## config.mk

```make
export PLATFORM = sky130hd
export DESIGN_NAME = ep_fifo_bridge
export DESIGN_NICKNAME = d
export VERILOG_FILES = /design/src/rtl/efc_pkg.sv /design/src/rtl/efc_ep_fifo.sv /design/src/rtl/efc_csr.sv /design/src/rtl/efc_xfer_fsm.sv /design/src/rtl/ep_fifo_bridge.sv
export SDC_FILE = /design/constraint.sdc
export NUM_CORES = 1
export LEC_CHECK = 0
export BUFFER_PORTS_ARGS = -buffer_cell sky130_fd_sc_hd__buf_2
export CORE_MARGIN = 2
export CORE_UTILIZATION = 32
export CTS_CLUSTER_DIAMETER = 150
export DETAILED_ROUTE_END_ITERATION = 10
export PLACE_DENSITY_LB_ADDON = 0.2
export SLEW_MARGIN = 40
export SYNTH_ARGS = -nofsm -noshare
export SYNTH_HDL_FRONTEND = slang
export SYNTH_SLANG_ARGS = --single-unit
```

## constraint.sdc

```tcl
create_clock -name clk -period 7.2 [get_ports clk]
set_clock_uncertainty 0.05 [all_clocks]
set_input_delay 0.36 -clock clk [delete_from_list [all_inputs] [get_ports clk]]
set_output_delay 0.36 -clock clk [all_outputs]
set_load 0.005 [all_outputs]
```

## src/rtl/efc_pkg.sv

```systemverilog
package efc_pkg;
    localparam int NUM_EP = 4;
    localparam int EP_W   = 2;
    localparam int DATA_W = 8;

    // command/status bit positions
    localparam int B_REQ    = 0;
    localparam int B_TX     = 1;
    localparam int B_CLR    = 2;
    localparam int B_SEL_LO = 3;
    localparam int B_SEL_HI = 4;
    localparam int B_SETUP  = 5;
    localparam int B_RDY    = 6;
    localparam int B_ZLP    = 7;

    typedef enum logic [2:0] {
        ST_IDLE  = 3'd0,
        ST_WAIT  = 3'd1,
        ST_WRITE = 3'd2,
        ST_READ  = 3'd3,
        ST_CLOSE = 3'd4
    } xfer_state_t;
endpackage

```

## src/rtl/efc_ep_fifo.sv

```systemverilog
module efc_ep_fifo #(
    parameter int DW    = 8,
    parameter int DEPTH = 8
) (
    input  logic          clk,
    input  logic          rst_n,
    input  logic          flush,
    input  logic          push,
    input  logic          pop,
    input  logic [DW-1:0] din,
    output logic [DW-1:0] dout,
    output logic          empty,
    output logic          full
);
    localparam int AW = (DEPTH > 1) ? $clog2(DEPTH) : 1;
    localparam int CW = $clog2(DEPTH + 1);

    logic [DW-1:0] mem [DEPTH];
    logic [AW-1:0] wp, rp;
    logic [CW-1:0] cnt;
    logic          do_push, do_pop;

    assign empty   = (cnt == '0);
    assign full    = (cnt == CW'(DEPTH));
    assign do_push = push && !full && !flush;
    assign do_pop  = pop && !empty && !flush;
    assign dout    = empty ? '0 : mem[rp];

    function automatic logic [AW-1:0] step(input logic [AW-1:0] p);
        return (p == AW'(DEPTH - 1)) ? '0 : p + 1'b1;
    endfunction

    always_ff @(posedge clk or negedge rst_n) begin
        if (!rst_n) begin
            wp  <= '0;
            rp  <= '0;
            cnt <= '0;
        end else if (flush) begin
            wp  <= '0;
            rp  <= '0;
            cnt <= '0;
        end else begin
            if (do_push) wp <= step(wp);
            if (do_pop)  rp <= step(rp);
            cnt <= cnt + CW'(do_push) - CW'(do_pop);
        end
    end

    always_ff @(posedge clk) begin
        if (do_push) mem[wp] <= din;
    end
endmodule

```

## src/rtl/efc_csr.sv

```systemverilog
module efc_csr
    import efc_pkg::*;
(
    input  logic              clk,
    input  logic              rst_n,
    input  logic              usb_reset,
    input  logic              wr_en,
    input  logic [DATA_W-1:0] wdata,
    input  logic              setup_evt,
    input  logic              zlp_evt,
    output logic              req,
    output logic              tx,
    output logic [EP_W-1:0]   sel,
    output logic              setup_flag,
    output logic              zlp_flag,
    output logic              flush,
    output logic [EP_W-1:0]   flush_ep
);
    logic clr_setup, clr_zlp;

    assign clr_setup = wr_en && !wdata[B_SETUP];
    assign clr_zlp   = wr_en && !wdata[B_ZLP];

    always_ff @(posedge clk or negedge rst_n) begin
        if (!rst_n) begin
            {req, tx, sel, setup_flag, zlp_flag} <= '0;
        end else if (usb_reset) begin
            {req, tx, sel, setup_flag, zlp_flag} <= '0;
        end else begin
            if (wr_en) begin
                req <= wdata[B_REQ];
                tx  <= wdata[B_TX];
                sel <= wdata[B_SEL_HI:B_SEL_LO];
            end
            // event wins over a clearing write in the same cycle
            setup_flag <= setup_evt || (setup_flag && !clr_setup);
            zlp_flag   <= zlp_evt   || (zlp_flag   && !clr_zlp);
        end
    end

    assign flush    = wr_en && wdata[B_CLR] && !usb_reset;
    assign flush_ep = wdata[B_SEL_HI:B_SEL_LO];
endmodule

```

## src/rtl/efc_xfer_fsm.sv

```systemverilog
module efc_xfer_fsm
    import efc_pkg::*;
(
    input  logic        clk,
    input  logic        rst_n,
    input  logic        usb_reset,
    input  logic        req,
    input  logic        tx,
    input  logic        ep_busy,
    output xfer_state_t state,
    output logic        ready,
    output logic        wr_open,
    output logic        rd_open
);
    xfer_state_t nxt;

    always_ff @(posedge clk or negedge rst_n) begin
        if (!rst_n)         state <= ST_IDLE;
        else if (usb_reset) state <= ST_IDLE;
        else                state <= nxt;
    end

    always_comb begin
        nxt = state;
        unique case (state)
            ST_IDLE, ST_WAIT: begin
                if (!req)         nxt = ST_IDLE;
                else if (ep_busy) nxt = ST_WAIT;
                else if (tx)      nxt = ST_WRITE;
                else              nxt = ST_READ;
            end
            ST_WRITE: begin
                if (!req)     nxt = ST_IDLE;
                else if (!tx) nxt = ST_CLOSE;
            end
            ST_READ: begin
                if (!req)    nxt = ST_IDLE;
                else if (tx) nxt = ST_CLOSE;
            end
            ST_CLOSE: begin
                if (!req) nxt = ST_IDLE;
            end
            default: nxt = ST_IDLE;
        endcase
    end

    always_comb begin
        wr_open = 1'b0;
        rd_open = 1'b0;
        unique case (state)
            ST_WRITE: wr_open = 1'b1;
            ST_READ:  rd_open = 1'b1;
            default: ;
        endcase
        ready = wr_open || rd_open;
    end
endmodule

```

## src/rtl/ep_fifo_bridge.sv

```systemverilog
module ep_fifo_bridge
    import efc_pkg::*;
#(
    parameter int                ADDR_W    = 8,
    parameter int                DEPTH     = 8,
    parameter logic [ADDR_W-1:0] CSR_ADDR  = 'h46,
    parameter logic [ADDR_W-1:0] PORT_BASE = 'h48
) (
    input  logic              clk,
    input  logic              rst_n,
    input  logic              usb_reset,
    input  logic [ADDR_W-1:0] bus_addr,
    input  logic              bus_wr,
    input  logic              bus_rd,
    input  logic [7:0]        bus_wdata,
    output logic [7:0]        bus_rdata,
    input  logic [1:0]        sie_ep,
    input  logic              sie_push,
    input  logic [7:0]        sie_wdata,
    input  logic              sie_pop,
    output logic [7:0]        sie_rdata,
    input  logic [3:0]        sie_busy,
    input  logic              sie_setup,
    input  logic              sie_zlp,
    output logic [3:0]        ep_empty,
    output logic [3:0]        ep_full
);
    logic              csr_hit, port_hit, port_match;
    logic [ADDR_W-1:0] port_off;
    logic [EP_W-1:0]   port_ep;
    logic              csr_req, csr_tx, csr_setup, csr_zlp;
    logic [EP_W-1:0]   csr_sel, flush_ep;
    logic              flush;
    xfer_state_t       xfer_state;
    logic              xfer_ready, wr_open, rd_open;
    logic              fw_push, fw_pop;
    logic [DATA_W-1:0] fifo_dout [NUM_EP];
    logic [DATA_W-1:0] csr_rd_val;

    assign csr_hit    = (bus_addr == CSR_ADDR);
    assign port_off   = bus_addr - PORT_BASE;
    assign port_hit   = (port_off < ADDR_W'(NUM_EP));
    assign port_ep    = port_off[EP_W-1:0];
    assign port_match = port_hit && (port_ep == csr_sel);
    assign fw_push    = bus_wr && port_match && wr_open;
    assign fw_pop     = bus_rd && port_match && rd_open;

    efc_csr u_csr (
        .clk        (clk),
        .rst_n      (rst_n),
        .usb_reset  (usb_reset),
        .wr_en      (bus_wr && csr_hit),
        .wdata      (bus_wdata),
        .setup_evt  (sie_setup),
        .zlp_evt    (sie_zlp),
        .req        (csr_req),
        .tx         (csr_tx),
        .sel        (csr_sel),
        .setup_flag (csr_setup),
        .zlp_flag   (csr_zlp),
        .flush      (flush),
        .flush_ep   (flush_ep)
    );

    efc_xfer_fsm u_fsm (
        .clk       (clk),
        .rst_n     (rst_n),
        .usb_reset (usb_reset),
        .req       (csr_req),
        .tx        (csr_tx),
        .ep_busy   (sie_busy[csr_sel]),
        .state     (xfer_state),
        .ready     (xfer_ready),
        .wr_open   (wr_open),
        .rd_open   (rd_open)
    );

    for (genvar i = 0; i < NUM_EP; i++) begin : g_ep
        logic fw_here, sie_here;
        assign fw_here  = (csr_sel == EP_W'(i));
        assign sie_here = (sie_ep == EP_W'(i));

        efc_ep_fifo #(.DW(DATA_W), .DEPTH(DEPTH)) u_fifo (
            .clk   (clk),
            .rst_n (rst_n),
            .flush (flush && (flush_ep == EP_W'(i))),
            .push  ((fw_push && fw_here) || (sie_push && sie_here)),
            .pop   ((fw_pop && fw_here) || (sie_pop && sie_here)),
            .din   ((fw_push && fw_here) ? bus_wdata : sie_wdata),
            .dout  (fifo_dout[i]),
            .empty (ep_empty[i]),
            .full  (ep_full[i])
        );
    end

    assign csr_rd_val = {csr_zlp, xfer_ready, csr_setup, csr_sel, 1'b0, csr_tx, csr_req};

    always_comb begin
        if (bus_rd && csr_hit) bus_rdata = csr_rd_val;
        else if (fw_pop)       bus_rdata = fifo_dout[csr_sel];
        else                   bus_rdata = '0;
    end

    assign sie_rdata = fifo_dout[sie_ep];
endmodule

```

# [Word-level counts from Yosys, hierarchy flattened]
# Memory sizes are Yosys's and may differ from the RTL's.
# Cells that the tools add are included.
[word_totals] out_inout_bits=24 ram_bits=256 n_memories=4 reg_bits=49
[mem_list] name="g_ep[0].u_fifo.mem" depth=8 width=8 read_ports=1 rd_clocked_by_memory_dff=0 write_ports=1 line_no="efc_ep_fifo.sv:18" rtl="logic [DW-1:0] mem [DEPTH];"
[mem_list] name="g_ep[1].u_fifo.mem" depth=8 width=8 read_ports=1 rd_clocked_by_memory_dff=0 write_ports=1 line_no="efc_ep_fifo.sv:18"
[mem_list] name="g_ep[2].u_fifo.mem" depth=8 width=8 read_ports=1 rd_clocked_by_memory_dff=0 write_ports=1 line_no="efc_ep_fifo.sv:18"
[mem_list] name="g_ep[3].u_fifo.mem" depth=8 width=8 read_ports=1 rd_clocked_by_memory_dff=0 write_ports=1 line_no="efc_ep_fifo.sv:18"
[op_classes] eq_ne=30 n_mux=74 reduce_logical=96 bitwise=2 addsub=17 n_lt_le_gt_ge=4
[op_table] op="2-to-1 mux 8 bit" n=14
[op_table] op="2-to-1 mux 3 bit" n=32
[op_table] op="logical AND 1 bit" n=49
[op_table] op="binary-select mux 8 bit (select 2 bit)" n=2
[op_table] op="equality test 3 bit, second input constant" n=9
[op_table] op="adder 3 x 1 -> 3 bit, second input constant" n=8
[op_table] op="2-to-1 mux 1 bit" n=18
[op_table] op="nonzero test 2 bit" n=9
[op_table] op="logical NOT 1 bit" n=17
[op_table] op="adder 4 x 1 -> 4 bit" n=4
[op_table] op="equality test 4 bit, second input constant" n=4
[op_table] op="logical NOT 4 bit" n=4
[op_table] op="2-to-1 mux 4 bit" n=4
[op_table] op="subtractor 4 x 1 -> 4 bit" n=4
[op_table] op="equality test 2 bit, second input constant" n=6
[op_table] op="one-hot mux 3 bit (4 select lines)" n=1
[op_table] op="logical OR 1 bit" n=11
[op_table] op="equality test 8 x 7 -> 1 bit, second input constant" n=1
[op_table] op="< comparator 8 x 3 -> 1 bit, second input constant" n=1
[op_table] op="inequality test 4 bit, second input constant" n=2
[op_table] op="subtractor 8 x 7 -> 8 bit, second input constant" n=1
[op_table] op="equality test 2 x 1 -> 1 bit, second input constant" n=3
[op_table] op="equality test 3 x 2 -> 1 bit, second input constant" n=2
[op_table] op=">= comparator 3 bit, second input constant" n=2
[op_table] op="other kinds (11)" n=15

# [Logic depth before layout (Yosys ltp)]
# Gate-level depths: netlist of run 1.
[logic_depth] word_depth=12 depth_mapped=15 depth_no_buf=14

# [By module]
# A second synthesis of run 1 with hierarchy kept.
[unflattened] cells_unflattened=999 hier_area_um2=14428.8
[by_module_without_submodules] module="efc_ep_fifo (g_ep[0].u_fifo ...)" cells_each=207 area_each_um2=3188.1 instances=2
[by_module_without_submodules] module="efc_ep_fifo (g_ep[2].u_fifo ...)" cells_each=207 area_each_um2=3184.3 instances=2
[by_module_without_submodules] module="ep_fifo_bridge" cells_each=129 area_each_um2=1219.9 instances=1
[by_module_without_submodules] module="efc_csr" cells_each=25 area_each_um2=291.5 instances=1
[by_module_without_submodules] module="efc_xfer_fsm" cells_each=17 area_each_um2=172.7 instances=1

# [Worst setup path after synthesis of run 1]
# OpenSTA, ideal clock, no wires.
[synth_path] kind="input to register" startpoint="in bus_addr[3]" endpoint="mem g_ep[0].u_fifo.mem[4][0] (enable)" arrival_time_ns=2.767 setup_time_ns=0.398 path_stages=7 path_slack_ns=3.985 required_ns=6.752 cell_sequence="inv_1 > ha_1 > xor2_1 > or4b_4 > nor4b_2 > o21ai_1 > nor4b_1"
[synth_between] elab_chain_len=11 elab_cells_between_ends=17
[synth_lines] element="start, declared" line_no="ep_fifo_bridge.sv:12" rtl="input logic [ADDR_W-1:0] bus_addr,"
[synth_lines] element="subtractor 8 x 7 -> 8 bit" line_no="ep_fifo_bridge.sv:41" rtl="assign port_off = bus_addr - PORT_BASE;"
[synth_lines] element="< comparator 8 x 3 -> 1 bit" line_no="ep_fifo_bridge.sv:42" rtl="assign port_hit = (port_off < ADDR_W'(NUM_EP));"
[synth_lines] element="logical AND 1 bit" line_no="ep_fifo_bridge.sv:44" rtl="assign port_match = port_hit && (port_ep == csr_sel);"
[synth_lines] element="logical AND 1 bit (2 in series)" line_no="ep_fifo_bridge.sv:45" rtl="assign fw_push = bus_wr && port_match && wr_open;"
[synth_lines] element="logical AND 1 bit" line_no="ep_fifo_bridge.sv:87" rtl=".push ((fw_push && fw_here) || (sie_push && sie_here)),"
[synth_lines] element="logical OR 1 bit" line_no="ep_fifo_bridge.sv:87"
[synth_lines] element="logical AND 1 bit" line_no="efc_ep_fifo.sv:25" rtl="assign do_push = push && !full && !flush;"
[synth_lines] element="logical AND 1 bit (*)" line_no="efc_ep_fifo.sv:25"
[synth_lines] element="2-to-1 mux 1 bit (*)" line_no="efc_ep_fifo.sv:50" rtl="if (do_push) mem[wp] <= din;"
[synth_lines] element="2-to-1 mux 1 bit (not written as such) (*)" line_no="efc_ep_fifo.sv:50"
[synth_lines] element="end, declared" line_no="efc_ep_fifo.sv:18"
# Mark *: on every way between the ends. The rest lies on a longest branch, timed or not.

# [Worst setup path after layout of run 1]
[layout_path] startpoint="reg g_ep[3].u_fifo.cnt[2]" endpoint="reg g_ep[3].u_fifo.cnt[2]"
[layout_between] elab_chain_len=7 elab_cells_between_ends=11
[layout_lines] element="start, declared" line_no="efc_ep_fifo.sv:20" rtl="logic [CW-1:0] cnt;"
[layout_lines] element="start signal, assigned" line_no="efc_ep_fifo.sv:45" rtl="cnt <= cnt + CW'(do_push) - CW'(do_pop);"
[layout_lines] element="equality test 4 bit" line_no="efc_ep_fifo.sv:24" rtl="assign full = (cnt == CW'(DEPTH));"
[layout_lines] element="logical NOT 1 bit" line_no="efc_ep_fifo.sv:25"
[layout_lines] element="logical AND 1 bit (2 in series)" line_no="efc_ep_fifo.sv:25"
[layout_lines] element="adder 4 x 1 -> 4 bit" line_no="efc_ep_fifo.sv:45"
[layout_lines] element="subtractor 4 x 1 -> 4 bit (*)" line_no="efc_ep_fifo.sv:45"
[layout_lines] element="2-to-1 mux 4 bit (*)" line_no="efc_ep_fifo.sv:38" rtl="end else if (flush) begin"
# Marks and branches as above.
# A chain may end at the register's enable or synchronous reset.

==> flow_summary.ini, run 1 <==
[outcome]
status = complete, no violations

[logic_synthesis]
ys_warn_count = 0
synth_edf_count = 256
seq_area_frac_synth_pct = 61.3
synthMuxAreaShare_pct = 13.8
synth_xor_area_share_pct = 0.723
synth_top_family_by_area = multiplexers
synth_common_cells = edfxtp_1, mux2i_1, mux2_2
synth_largest_area_cell = edfxtp_1
synthTopCellsByArea = edfxtp_1, dfrtp_1, mux2i_1
synth_nets = 1129
synth_compound_area_share_pct = 6.22
ys.flop_type = edfxtp_1
synthSimpleGateAreaFrac_pct = 11.1
netlist.area_leader.share_pct = 52.9
syn_avg_cell_area_um2 = 13.9
synthArstFlopShare_pct = 16.1
synthDistinctLibCells = 65
synth_most_common_cell = edfxtp_1
synthAdderAreaFrac_pct = 4.08
ys_seq_elements = 305
synthCells = 1045
synth_area_um2 = 14500

[detailed_routing]
drtPass1Iterations = 5
vias_per_cell = 5.18
wire_per_inst_um = 22.4
ant_nets = 0
first_iter_violations = 762
vias = 9002
drt_wl_total_um = 38900
route.detailed.drc = 0

[floorplanning]
dieArea_um2 = 47200
die_x_um = 217
die_y_um = 217
ios = 63
core_area_um2 = 45100
fp-row-count = 78
initial_core_util_pct = 32.2

[timing]
period_needed_ps = 3620
hold_ws_ps = 93.9
rsz0062_at_grt = false
timing.final.crit_share_pct = 50.3
worst_pin_slew_ps = 773
setup_viol = 0
slew_violations = 0
fmax_mhz = 276
finalSetupTns_ps = 0
slew_headroom_pct = 48.3
hold_viol_final = 0

[final_layout]
antenna_cells = 0
final_cells = 1739
nNetsFinal = 1196
drive_above_1_share_pct = 21.9
synthToLayoutAreaGrowth_pct = 15.0
final_util_pct = 37.1

[flow_run]
maxCapViolCount = 0

[hold_path]
min_from = bus_wdata[0]
worstHoldPathType = in2reg

[setup_path]
crit_slowest_cell = a41oi_1
worstSetupPathType = reg2reg
crit_required_ps = 7550
cp_data_arrival_time_ps = 3970
timing.rr.start = g_ep[3].u_fifo.cnt[2]
cp-startpoint = g_ep[3].u_fifo.cnt[2]
start_kind = register
end_kind = register
critPathMaxStageDelay_ps = 670
worstPathMaxFanout = 9
cp_cell_sequence = inv_1 > ha_1 > nor3b_1 > nor2_1 > a41oi_1 > nor2_1 > ha_1 > inv_1 > ha_1 > fa_1 > xnor2_1 > nor2_1

[placement]
gp_congestion = 0.855
dp_hpwl_um = 28100
portBuffers = 62
place_inst = 1674

[global_route]
grt_max_degree = 50
grt_pass1_wl_um = 57300
grt_use_total_pct = 16.6
met1_usage_pct = 22.1
grtUsageMet3_pct = 3.79
grt_pass1_vias = 8777
grt-ovfl-total = 0
antenna_found_initial = 2
grt_use_met2_pct = 26.5
top_usage_layer = met2

[pwr]
irDropWorstVdd_mv = 0.125
power_density_nw_per_um2 = 350
power_leakage_nw = 6.16

[cts]
clock_sinks = 305
postCtsSetupBuffers = 0
cts_hold_buf = 1
ctsResizeCount = 0
ctsHtreeMaxLevel = 2
clkLatencyLatePin_ps = 540
clkTransAtPathRegs_ps = 60
cts_buffer_depth = 3
numCtsBuffers = 35
cts_tree = yes
root_buffer = clkbuf_16
[logic make-up (layout without fill, tap and decap cells)]
logic type	Yosys count	in the layout
muxes	177	177
buffers and inverters	95	189
AOI/OAI and AO/OA	127	127
xor gates and xnor gates	12	12
DFF	305	305
adders and majority gates	45	45
and+or+nand+nor	284	284
[metrics by stage]
step	cell area (um2)	power, mW	worst slack [ps]
global placement	15500	4.20	3340
detailed placement	15600	4.24	3400
CTS	16700	5.91	3380
global route	16700	6.19	3240
finish	16700	5.84	3580
floorplan	14500	3.62	3980
[area by class of cell]
class / count / area, um2
fill: 4341 / 28400
sequential: 305 / 8920
multi-input combinational: 645 / 5360
clock buffer: 51 / 976
tap: 600 / 751
timing repair buffer: 85 / 483
inverter: 40 / 150
clock inverter: 13 / 76.3
[placed cells by master (no fill, tap or decap), drive strengths merged, types with 41 or more instances in the layout]
cell type and count:
buf 84, clkbuf 51, dfrtp 49, edfxtp 256, ha 41, inv 43, mux2 62, mux2i 103
nand2 63, nor2 44
[sequential cells by signal, indices dropped and copies added, names as in the netlist]
signal,flops
u_csr.zlp_flag,1
u_fsm.state,3
g_ep.u_fifo.wp,12
u_csr.setup_flag,1
u_csr.sel,2
g_ep.u_fifo.mem,256
u_csr.req,1
g_ep.u_fifo.rp,12
g_ep.u_fifo.cnt,16
u_csr.tx,1
[where the power goes]
part	internal [mW]	switching, mW	total [mW]
combinational	0.816	1.04	1.86
clock	0.947	0.699	1.65
sequential	2.09	0.251	2.34
[routing by layer]
metal  vias up  wire length [um]
li1       4138                 -
met1      4515             16900
met2       274             18200
met3        73              2330
met4         2              1420
met5         -                 9
[critical path, delay by kind of cell, from the launching register on]
kind | cells | cell delay (ps)
buffers and inverters | 2 | 140
DFF | 1 | 350
xor gates and xnor gates | 1 | 170
AOI/OAI and AO/OA | 1 | 670
and+or+nand+nor | 4 | 1020
adders and majority gates | 4 | 1080
[path summary, 6_finish.rpt]
kind	endpoint	slack (ps)	cells past startpoint
max in group asynchronous	g_ep[3].u_fifo.rp[0]	6120	3
min in group asynchronous	g_ep[0].u_fifo.cnt[2]	450	3
setup reg to reg	g_ep[3].u_fifo.cnt[2]	3580	12
hold reg to reg	u_fsm.state[0]	460	1
setup / recovery	g_ep[3].u_fifo.cnt[2]	3580	12
hold / removal	u_csr.req	90	3
No activity file was read; power rests on OpenSTA's default activity.
==> run 2, diff against run 1 <==
==> constraint.sdc (replaced) <==
create_clock -name clk -period 3.7 [get_ports clk]
set_clock_uncertainty 0.05 [all_clocks]
set_input_delay 0.185 -clock clk [delete_from_list [all_inputs] [get_ports clk]]
set_output_delay 0.185 -clock clk [all_outputs]
set_load 0.005 [all_outputs]
==> run 2 against run 1 <==
  * First-iteration DRC count rose by 10%
  * Count of clock-buffer cells in the layout fell by 9
  * Routed wire length rose by 1.9%
  * Largest cell class unchanged
  * Combinational power rose by 96%
  * Cell count rose by 2.3%
  * Sequential share of layout area fell by 1.1 points
  * Die area did not move
==> flow_summary.ini, run 2 (synthesis results as in run 1) <==
[cts]
clkTransAtPathRegs_ps = 60
cts_tree = yes
clkLatencyLatePin_ps = 550
clock_sinks = 305
ctsHtreeMaxLevel = 2
numCtsBuffers = 35
root_buffer = clkbuf_16
cts_buffer_depth = 3

[global_route]
grt-ovfl-total = 0
top_usage_layer = met2
grt_pass1_vias = 8942
grtUsageMet3_pct = 3.76
antenna_found_initial = 0
grt_use_met2_pct = 26.9
grt_pass1_wl_um = 58600
grt_max_degree = 35
met1_usage_pct = 22.5
grt_use_total_pct = 17.0

[setup_path]
crit_required_ps = 3460
end_kind = output port
worstSetupPathType = reg2out
timing.rr.start = g_ep[0].u_fifo.cnt[2]
cp_data_arrival_time_ps = 3250
cp-startpoint = g_ep[2].u_fifo.rp[0]
start_kind = register
crit_slowest_cell = dfrtp_1
cp_cell_sequence = buf_4 > and2_1 > a22oi_1 > a32o_1 > a221oi_1 > o21ai_0 > buf_2
worstPathMaxFanout = 15
critPathMaxStageDelay_ps = 610

[pwr]
power.total_mw = 11.8
irDropWorstVdd_mv = 0.345
power_leakage_nw = 6.38
power_density_nw_per_um2 = 690

[floorplanning]
ios = 63
die_y_um = 217
fp-row-count = 78
core_area_um2 = 45100
initial_core_util_pct = 32.2
die_x_um = 217
dieArea_um2 = 47200

[final_layout]
largest_reg_flops = 256
mostFrequentLayoutCell = edfxtp_1
nNetsFinal = 1238
top_register = g_ep.u_fifo.mem
drive_above_1_share_pct = 23.4
antenna_cells = 0
final_cell_mix = edfxtp_1, mux2i_1, mux2_2
synthToLayoutAreaGrowth_pct = 17.5
reg_top3 = g_ep.u_fifo.mem: 256 flops, g_ep.u_fifo.cnt: 16 flops

[timing]
period_needed_ps = 3480
slew_headroom_pct = 47.6
rsz0062_at_grt = false
hold_viol_final = 0
timing.final.crit_share_pct = 94.1
setup_viol = 0
fmax_mhz = 287
worst_pin_slew_ps = 780
finalSetupTns_ps = 0
slew_violations = 0

[hold_path]
worstHoldPathType = in2reg
min_from = bus_addr[2]

[placement]
dp_hpwl_um = 28800
portBuffers = 62
gp_congestion = 0.881

[outcome]
status = complete, no violations

[detailed_routing]
route.detailed.drc = 0
drt_wl_total_um = 39600
ant_nets = 0
wire_per_inst_um = 22.3
vias_per_cell = 5.15
drtPass1Iterations = 5
vias = 9156
first_iter_violations = 840

[flow_run]
maxCapViolCount = 0
[run 2: path summary, 6_finish.rpt]
check | to | slack [ps] | cells after the start
max | bus_rdata[3] | 220 | 7
min | g_ep[3].u_fifo.rp[2] | 90 | 4
max reg2reg | g_ep[0].u_fifo.cnt[2] | 420 | 11
min reg2reg | u_fsm.state[0] | 470 | 1
max in group asynchronous | u_csr.sel[1] | 2780 | 3
min in group asynchronous | u_csr.zlp_flag | 150 | 2
[run 2: area by class of cell]
cell class	count	area, um2
clock inverters	20	240
clock buffers	42	902
flip-flops and latches	305	8920
fillers	4330	28000
repair buffers	127	843
multi-input cells	645	5280
inverters	40	150
well taps	600	751
[run 2: worst max-delay path, delay by kind of cell, from the launching register on]
kind	cells	cell delay (ps)
AOI/OAI and AO/OA	4	1170
and+or+nand+nor	1	330
DFF	1	610
buffers and inverters	2	580
[run 2: metrics by stage]
| step | cell area [um2] | hold WS [ps] | std cells | worst slack (ps) | utilization [%] |
|---|---|---|---|---|---|
| 2_1_floorplan | 14500 | -161 | 1045 | 660 | - |
| 3_3_place_gp | 15800 | 340 | 1705 | 493 | 35.0 |
| 3_5_place_dp | 15800 | 155 | 1705 | 426 | 35.1 |
| 4_1_cts | 17100 | 77.5 | 1779 | 37.1 | 37.9 |
| 5_1_grt | 17100 | 109 | 1779 | 81.0 | 37.9 |
| 6_report | 17100 | 93.1 | 1779 | 219 | 37.9 |
[run 2: layer usage]
| layer | part of all wire, % | up-vias |
|---|---|---|
| met2 | 47 | 260 |
| met1 | 44 | 4601 |
| met5 | 0 | - |
| met4 | 3.6 | 0 |
| met3 | 5.9 | 73 |
| li1 | - | 4222 |
[run 2: what timing repair did]
item	CTS	global route
setup buffers	0	0
endpoints found under the hold margin	39	0
setup endpoints to repair	0	2
hold buffers	12	0
gates resized for setup	0	2
[run 2: where the power goes]
part	total (mW)	internal, mW	switching [mW]
combinational	3.64	1.64	2.00
sequential	4.64	4.07	0.569
clock	3.51	2.10	1.41
total	11.8	7.81	3.98
==> run 3, diff against run 2 <==
--- a/config.mk
+++ b/config.mk
@@ -5,10 +5,11 @@
 export SDC_FILE = /design/constraint.sdc
 export NUM_CORES = 1
 export LEC_CHECK = 0
+export ABC_AREA = 1
 export BUFFER_PORTS_ARGS = -buffer_cell sky130_fd_sc_hd__buf_2
 export CORE_MARGIN = 2
 export CORE_UTILIZATION = 32
-export CTS_CLUSTER_DIAMETER = 150
+export CTS_CLUSTER_DIAMETER = 40
 export DETAILED_ROUTE_END_ITERATION = 10
 export PLACE_DENSITY_LB_ADDON = 0.2
 export SLEW_MARGIN = 40
==> run 3 against run 2 <==
  * The run now ends with design-rule violations left
  * Fmax up 6.9%
  * Die area up 4.3%
  * First-iteration DRC count up 25%
  * Count of clock-buffer cells in the layout up 12
  * Power up 12%
  * Largest cell class unchanged
  * Largest power group is now clock
==> flow_summary.ini, run 3 <==
[setup_path]
cpMostUsedCell = nor2_1
critPathMaxStageDelay_ps = 560
crit_slowest_cell = inv_1
cp_cell_sequence = inv_1 > buf_4 > nor2_1 > o211ai_1 > nand4_1 > nand2_1 > nor2_1 > nor2_1 > buf_2
crit_required_ps = 3460
worstSetupPathType = reg2out
worstPathMaxFanout = 23
cp_data_arrival_time_ps = 3020
timing.critical_path.buf_inv = 3
end_kind = output port
cpLargestDelayFamily = buffers and inverters
start_kind = register

[final_layout]
top_register = g_ep.u_fifo.mem
largest_reg_flops = 256
synthToLayoutAreaGrowth_pct = 19.6
mostFrequentLayoutCell = nand2_1
final_cell_mix = nand2_1, edfxtp_1, inv_1
final_cells = 2377
drive_above_1_share_pct = 12.5
nNetsFinal = 1813
final_util_pct = 38.9
antenna_cells = 0
reg_top3 = g_ep.u_fifo.mem: 256 flops, g_ep.u_fifo.cnt: 16 flops

[floorplanning]
die_y_um = 222
dieArea_um2 = 49200
die_x_um = 222
fp-row-count = 79
initial_core_util_pct = 32.5
core_area_um2 = 46700
ios = 63

[logic_synthesis]
ys_seq_elements = 305
synthDistinctLibCells = 34
netlist.area_leader.share_pct = 50.6
synth_largest_area_cell = edfxtp_1
syn_avg_cell_area_um2 = 9.35
synthSimpleGateAreaFrac_pct = 25.3
synth_area_um2 = 15200
synthCells = 1623
ys_warn_count = 0
synth_common_cells = nand2_1, edfxtp_1, inv_1
synth_edf_count = 256
synth_compound_area_share_pct = 3.65
synthMuxAreaShare_pct = 0
synth_top_family_by_area = simple AND/OR/NAND/NOR gates
synth_most_common_cell = nand2_1
synth_xor_area_share_pct = 0.577
seq_area_frac_synth_pct = 58.7
synthTopCellsByArea = edfxtp_1, nand2_1, dfrtp_1
synthAdderAreaFrac_pct = 3.91
synthArstFlopShare_pct = 16.1
ys.flop_type = edfxtp_1
synth_nets = 1707

[timing]
hold_viol_final = 0
setup_viol = 0
slew_violations = 0
finalSetupTns_ps = 0
period_needed_ps = 3260
rsz0062_at_grt = false
worst_pin_slew_ps = 767
fmax_mhz = 307
slew_headroom_pct = 48.8
timing.final.crit_share_pct = 88.0

[global_route]
grtUsageMet3_pct = 4.28
grt_use_met2_pct = 26.6
top_usage_layer = met2
met1_usage_pct = 23.4
grt_use_total_pct = 17.3
grt_max_degree = 43
grt_pass1_wl_um = 64700
grt_pass1_vias = 11000
antenna_found_initial = 1
grt-ovfl-total = 0

[cts]
ctsResizeCount = 0
clkLatencyLatePin_ps = 570
postCtsSetupBuffers = 0
clock_sinks = 305
ctsHtreeMaxLevel = 2
cts_hold_buf = 8
cts_buffer_depth = 3
root_buffer = clkbuf_16
numCtsBuffers = 49
cts_tree = yes
clkTransAtPathRegs_ps = 50

[detailed_routing]
wire_per_inst_um = 18.0
vias = 11600
first_iter_violations = 1053
drt_wl_total_um = 42700
drtPass1Iterations = 9
vias_per_cell = 4.88
route.detailed.drc = 2
ant_nets = 0

[placement]
portBuffers = 62
dp_hpwl_um = 30600
place_inst = 2277
gp_congestion = 0.948

[pwr]
power.total_mw = 13.2
power_density_nw_per_um2 = 725
irDropWorstVdd_mv = 0.499
power_leakage_nw = 7.87

[flow_run]
maxCapViolCount = 0

[outcome]
violations = design-rule violations
status = finished with violations

[hold_path]
worstHoldPathType = in2reg
==> run 3: cell count changes in the layout (fill, tap and decap cells not counted), moves of 19 or more <==
cell     previous run  this run
nand3_1            30       172
nand2_1            60       330
nand4_1            14       105
o21ai_1             3        22
o21ai_0            14        70
inv_1              39       229
mux2_2             62         0
mux2i_1           103         0
nor2b_1            23         0
a21oi_1            28         6
a22oi_1            23         2
nor2_1             43       221
==> run 3: kinds of logic (layout without fill, tap and decap cells) <==
kind of cell	after synthesis	count (layout)
simple gates	852	852
flops	305	305
buf+inv	304	451
compound gates	107	107
fa+ha+maj	45	45
xor+xnor	10	10
==> run 3: final cells by class <==
cell class / instances / area [um2]
clock buffer: 54 / 1290
clock inverter: 38 / 438
fill: 4662 / 28500
inverter: 234 / 878
multi-input combinational: 1014 / 5080
sequential: 305 / 8910
tap: 607 / 759
timing repair buffer: 125 / 803
==> run 3: power by group <==
part	switching [mW]	internal, mW	total, mW
clock	1.76	2.99	4.75
combinational	2.72	1.29	4.01
sequential	0.338	4.07	4.40
total	4.81	8.34	13.2
==> run 3: layer usage <==
| metal | routed length, um | vias to the layer above |
|---|---|---|
| li1 | - | 5671 |
| met1 | 18800 | 5482 |
| met2 | 18900 | 357 |
| met3 | 3640 | 84 |
| met4 | 1300 | 0 |
| met5 | 0 | - |
==> run 3: worst min-delay path, cell delays in order <==
cell     delay (ps)
buf_2           190
o21ai_0         210
a21oi_1          70
==> run 3: worst paths after layout <==
path / start / end / slack, ps / cells after the start
max: g_ep[3].u_fifo.rp[0] / bus_rdata[2] / 440 / 9
min: bus_wdata[5] / u_csr.setup_flag / 90 / 3
max reg2reg: u_fsm.state[1] / g_ep[2].u_fifo.cnt[2] / 750 / 14
min reg2reg: u_fsm.state[1] / u_fsm.state[2] / 460 / 1
max in group asynchronous: rst_n / g_ep[0].u_fifo.cnt[2] / 2630 / 3
min in group asynchronous: rst_n / g_ep[3].u_fifo.cnt[2] / 130 / 2
==> run 3: through the flow <==
step | setup slack (ps) | instance area (um2) | hold slack (ps)
after floorplan | 1160 | 15200 | -161
after detailed placement | 684 | 16400 | 192
final | 444 | 18200 | 90.4
after global routing | 293 | 18200 | 85.7
after CTS | 447 | 18200 | 39.0
after global placement | 720 | 16400 | 190
